`src/rtl/dphase_pkg.sv`:
```
package dphase_pkg;

  typedef enum logic [1:0] {
    PH_IDLE = 2'd0,
    PH_WAIT = 2'd1,
    PH_XFER = 2'd2,
    PH_REL  = 2'd3
  } ph_state_t;

endpackage

```
`src/rtl/dphase_gate.sv`:
```
module dphase_gate (
  input  logic is_write,
  input  logic ioq_head,
  input  logic trdy,
  input  logic bus_busy,
  output logic go
);

  // A phase may open only at the queue head on a free bus; writes also need target ready.
  function automatic logic may_open(input logic wr, input logic head,
                                    input logic tgt, input logic busy);
    return head && !busy && (!wr || tgt);
  endfunction

  always_comb go = may_open(is_write, ioq_head, trdy, bus_busy);

endmodule

```
`src/rtl/dphase_seq.sv`:
```
module dphase_seq
  import dphase_pkg::*;
#(
  parameter int BEATS = 4,
  localparam int CNT_W = (BEATS > 1) ? $clog2(BEATS) : 1
) (
  input  logic             clk,
  input  logic             rst_n,
  input  logic             req_fire,
  input  logic             go,
  input  logic             is_line,
  output logic [CNT_W-1:0] beat,
  output logic             drdy,
  output logic             dbsy,
  output logic             held,
  output logic             ready
);

  ph_state_t        state_q, state_d;
  logic [CNT_W-1:0] beat_q, beat_d;
  logic             ev_start, ev_last;

  function automatic logic is_final(input logic line, input logic [CNT_W-1:0] idx);
    return !line || (idx == CNT_W'(BEATS - 1));
  endfunction

  always_comb begin
    ready    = (state_q == PH_IDLE);
    drdy     = (state_q == PH_XFER);
    dbsy     = drdy && is_line;
    held     = drdy || (state_q == PH_REL);
    ev_start = (state_q == PH_WAIT) && go;
    ev_last  = drdy && is_final(is_line, beat_q);
    beat     = beat_q;
  end

  always_comb begin
    state_d = state_q;
    beat_d  = beat_q;
    unique case (state_q)
      PH_IDLE: if (req_fire) state_d = PH_WAIT;
      PH_WAIT: if (ev_start) begin
        state_d = PH_XFER;
        beat_d  = '0;
      end
      PH_XFER: begin
        if (ev_last) state_d = is_line ? PH_REL : PH_IDLE;
        else         beat_d  = beat_q + CNT_W'(1);
      end
      PH_REL:  state_d = PH_IDLE;
      default: state_d = PH_IDLE;
    endcase
  end

  always_ff @(posedge clk or negedge rst_n) begin
    if (!rst_n) begin
      state_q <= PH_IDLE;
      beat_q  <= '0;
    end else begin
      state_q <= state_d;
      beat_q  <= beat_d;
    end
  end

endmodule

```
`src/rtl/dphase_lane.sv`:
```
module dphase_lane #(
  parameter int DATA_W = 64,
  parameter int BEATS  = 4,
  localparam int LANES = DATA_W / 8,
  localparam int LINE_W = DATA_W * BEATS,
  localparam int CNT_W = (BEATS > 1) ? $clog2(BEATS) : 1
) (
  input  logic [LINE_W-1:0] line_data,
  input  logic [LANES-1:0]  be,
  input  logic              is_line,
  input  logic [CNT_W-1:0]  beat,
  input  logic              drdy,
  output logic [DATA_W-1:0] d_out
);

  logic [DATA_W-1:0] part_word;

  function automatic logic [DATA_W-1:0] chunk(input logic [LINE_W-1:0] d,
                                              input logic [CNT_W-1:0] idx);
    return d[int'(idx)*DATA_W +: DATA_W];
  endfunction

  for (genvar j = 0; j < LANES; j++) begin : g_lane
    assign part_word[j*8 +: 8] = be[j] ? line_data[j*8 +: 8] : 8'h00;
  end

  always_comb begin
    if (!drdy)        d_out = '0;
    else if (is_line) d_out = chunk(line_data, beat);
    else              d_out = part_word;
  end

endmodule

```
`src/rtl/dphase_drv.sv`:
```
module dphase_drv #(
  parameter int DATA_W = 64,
  parameter int BEATS  = 4,
  localparam int LANES = DATA_W / 8,
  localparam int LINE_W = DATA_W * BEATS,
  localparam int CNT_W = (BEATS > 1) ? $clog2(BEATS) : 1
) (
  input  logic              clk,
  input  logic              rst_n,
  input  logic              req_valid,
  output logic              req_ready,
  input  logic              req_write,
  input  logic              req_line,
  input  logic [LANES-1:0]  req_be,
  input  logic [LINE_W-1:0] req_data,
  input  logic              ioq_head,
  input  logic              trdy_n,
  input  logic              bus_busy_n,
  output logic              drdy_n,
  output logic              dbsy_n,
  output logic [DATA_W-1:0] d_out,
  output logic              bus_held
);

  logic              cur_write, cur_line;
  logic [LANES-1:0]  cur_be;
  logic [LINE_W-1:0] cur_data;
  logic              req_fire, go;
  logic              drdy_a, dbsy_a, held_a;
  logic [CNT_W-1:0]  beat;

  assign req_fire = req_valid && req_ready;

  always_ff @(posedge clk or negedge rst_n) begin
    if (!rst_n) begin
      cur_write <= 1'b0;
      cur_line  <= 1'b0;
      cur_be    <= '0;
      cur_data  <= '0;
    end else if (req_fire) begin
      cur_write <= req_write;
      cur_line  <= req_line;
      cur_be    <= req_be;
      cur_data  <= req_data;
    end
  end

  dphase_gate u_gate (
    .is_write (cur_write),
    .ioq_head (ioq_head),
    .trdy     (!trdy_n),
    .bus_busy (!bus_busy_n),
    .go       (go)
  );

  dphase_seq #(.BEATS(BEATS)) u_seq (
    .clk      (clk),
    .rst_n    (rst_n),
    .req_fire (req_fire),
    .go       (go),
    .is_line  (cur_line),
    .beat     (beat),
    .drdy     (drdy_a),
    .dbsy     (dbsy_a),
    .held     (held_a),
    .ready    (req_ready)
  );

  dphase_lane #(.DATA_W(DATA_W), .BEATS(BEATS)) u_lane (
    .line_data (cur_data),
    .be        (cur_be),
    .is_line   (cur_line),
    .beat      (beat),
    .drdy      (drdy_a),
    .d_out     (d_out)
  );

  assign drdy_n   = !drdy_a;
  assign dbsy_n   = !dbsy_a;
  assign bus_held = held_a;

endmodule

```
`config.mk`:
```
export PLATFORM = sky130hd
export DESIGN_NAME = dphase_drv
export DESIGN_NICKNAME = d
export VERILOG_FILES = /design/src/rtl/dphase_pkg.sv /design/src/rtl/dphase_gate.sv /design/src/rtl/dphase_seq.sv /design/src/rtl/dphase_lane.sv /design/src/rtl/dphase_drv.sv
export SDC_FILE = /design/constraint.sdc
export NUM_CORES = 1
export LEC_CHECK = 0
export BUFFER_PORTS_ARGS = -buffer_cell sky130_fd_sc_hd__buf_2
export CAP_MARGIN = 5
export CELL_PAD_IN_SITES_DETAIL_PLACEMENT = 0
export CELL_PAD_IN_SITES_GLOBAL_PLACEMENT = 1
export CORE_MARGIN = 2
export CORE_UTILIZATION = 25
export CTS_BUF_LIST = sky130_fd_sc_hd__clkbuf_16
export DETAILED_ROUTE_END_ITERATION = 12
export PLACE_DENSITY = 0.57
export SYNTH_ARGS = -nofsm -noshare
export SYNTH_HDL_FRONTEND = slang
export SYNTH_SLANG_ARGS = --single-unit
```
`constraint.sdc`:
```
create_clock -name clk -period 4.3 [get_ports clk]
set_input_delay 0 -clock clk [delete_from_list [all_inputs] [get_ports clk]]
set_output_delay 0 -clock clk [all_outputs]
set_load 0.01 [all_outputs]
```
==> results.cfg <==
[status]
status = complete, no violations

[timing]
fmax_ghz = 0.328
period_minus_slack_ns = 3.05
setup_violations = 0
worst_slew_pin_slew_ns = 1.06
rsz0062_at_grt = false
finalCritPeriodShare = 0.710
tns_ns = 0
finalClockSkew_ns = 0.00772
hold_viol_final = 0
setup_slack_ns = 1.25
whs_ns = 0.0887
drv_slew = 0
relSlewSlack = 0.291

[cts]
htree_levels = 2
clk_path_buf_depth = 3
tritoncts = built
cts_buffers = 35
cts.sinks = 270
cts-root-buf = clkbuf_16
path_clk_slew_ns = 0.05
clkLatencyLatePin_ns = 0.53

[die]
fp.dieH_um = 227
dieWidth_um = 227
rows = 81
fp.coreArea_mm2 = 0.0491
initial_core_util = 0.254
dieArea_mm2 = 0.0516
io_pins = 340

[finish]
final_cell_mix = buf_2, dfrtp_1, dlygate4sd3_1
layout.nets = 1643
multi_input_area_mm2 = 0.00535
seq_area_mm2 = 0.00676
drive_gt1_frac = 0.525
final_common_cell = buf_2
area_growth_pct = 49.1
fillers = 4764

[detailed_routing]
totalWireLength_um = 37200
route.vias.total = 9143
dr.pass1.iters = 4
drt_iter0_markers = 368
via_per_inst = 4.46
postRouteAntennaNets = 0
avgRoutedWirePerCell_um = 18.1
drcViolationCount = 0

[critical_path]
cp_slowest_cell = and2_4
cp_cell_sequence = inv_1 -> ha_4 -> and2_4 -> buf_4 -> a32o_1 -> buf_2
arrival_ns = 3.05
crit_fanout = 41
crit_path_end_kind = primary output
path_class = flop to primary output
critical-path-max-stage-delay_ns = 0.65
startpoint_type = flop
critPathRequiredTime_ns = 4.30

[synthesis]
synth_seq_cells = 270
ys_seq_area_frac = 0.543
synth_fp_nets = 1053
synth_area_per_cell_um2 = 16.1
yosys_warnings = 0
netlist_area_mm2 = 0.0124
synth.distinct_cells = 22
syn_inst = 775

[place]
dp_slack_ns = 1.72
io_buffers = 339
dp_hpwl_um = 23900
place.gp.congestion = 0.736

[power_and_ir_drop]
power.density_mw_per_mm2 = 647
power_leakage_uw = 0.00809
total_power_uw = 12000
ir_worst_vdd_mv = 0.326

[global_route]
antenna_found_initial = 1
overflow = 0
grt.total_usage = 0.143
grt_pass1_vias = 10107
grt_pass1_wl_um = 57000
grt_max_degree = 116

[flow_run]
max-cap-violations = 0

[min_path]
hp-class = input pin to flop
-- power by group --
| part | internal (uW) | switching [uW] |
|---|---|---|
| Sequential | 3860 | 892 |
| Combinational | 2730 | 1830 |
| Clock | 1590 | 1100 |
-- stage by stage --
stage | utilization | area [um2] | instances
6_report | 0.378 | 18600 | 2052
5_1_grt | 0.378 | 18600 | 2052
4_1_cts | 0.378 | 18500 | 2051
3_5_place_dp | 0.302 | 14800 | 1724
3_3_place_gp | 0.302 | 14800 | 1724
2_1_floorplan | - | 12400 | 775
-- kinds of logic (layout without fill, tap and decap cells) --
group / after synthesis / count (layout) / share of synthesized area
muxes: 330 / 330 / 0.357
DFF: 270 / 270 / 0.543
buffers and inverters: 75 / 687 / 0.0287
adders and majority gates: 6 / 6 / 0.00603
and+or+nand+nor: 20 / 20 / 0.00875
AOI/OAI and AO/OA: 74 / 74 / 0.0568
other: 0 / 1 / 0
-- timing repair --
item	CTS	global route
hold buffers	268	0
buffers inserted	0	0
gates resized for setup	0	0
endpoints found under the hold margin	379	0
-- critical path: cells and delay by family (launching register included) --
family,cells,cell delay [ns]
fa+ha+maj,1,0.47
buf+inv,3,0.76
flops,1,0.40
compound gates,1,0.20
simple gates,1,0.65
-- flip-flops by register name (all words and copies together) (netlist names) --
name / cells
cur_be: 8
cur_data: 256
cur_line: 1
cur_write: 1
u_seq.beat: 2
u_seq.state_q: 2
-- cells in the mapped netlist --
master,instances,share of area
a31oi_1,1,0.00050
a32o_1,63,0.051
and2_1,1,0.00050
buf_1,10,0.0030
buf_2,35,0.014
buf_6,4,0.0036
clkbuf_1,17,0.0051
clkbuf_2,1,0.00040
dfrtp_1,270,0.54
ha_1,6,0.0060
inv_1,8,0.0024
mux2_2,266,0.24
mux4_2,64,0.12
nand2_1,5,0.0015
nand2b_1,2,0.0010
nand3_1,3,0.0012
nor2b_1,8,0.0040
o21ai_0,4,0.0016
o311ai_0,2,0.0014
o31a_1,2,0.0014
o31ai_1,2,0.0012
or2_2,1,0.00050
-- per-layer routing --
layer / track usage / part of all wire / up-vias
met5: 0 / 0 / -
met4: 0.0462 / 0.022 / 0
met3: 0.0348 / 0.058 / 51
met2: 0.241 / 0.48 / 252
met1: 0.182 / 0.44 / 4666
li1: - / - / 4174
-- cell type report --
cell class / instances / area share
flip-flops and latches: 270 / 0.365
multi-input cells: 430 / 0.288
repair buffers: 620 / 0.245
clock buffers: 37 / 0.0499
well taps: 664 / 0.0448
clock inverters: 22 / 0.00600
inverters: 8 / 0.00162
diodes: 1 / 0.000135
-- worst paths after layout --
kind	from	endpoint	slack (ns)	cells past startpoint
min	bus_busy_n	u_seq.state_q[0]	0.09	3
min in group asynchronous	rst_n	cur_data[52]	0.12	2
max	u_seq.state_q[0]	d_out[13]	1.25	6
max in group asynchronous	rst_n	cur_data[146]	3.02	3
min reg2reg	cur_be[1]	cur_be[1]	0.50	1
max reg2reg	u_seq.state_q[0]	u_seq.state_q[1]	1.82	7
Power figures use the tool's default switching activity.
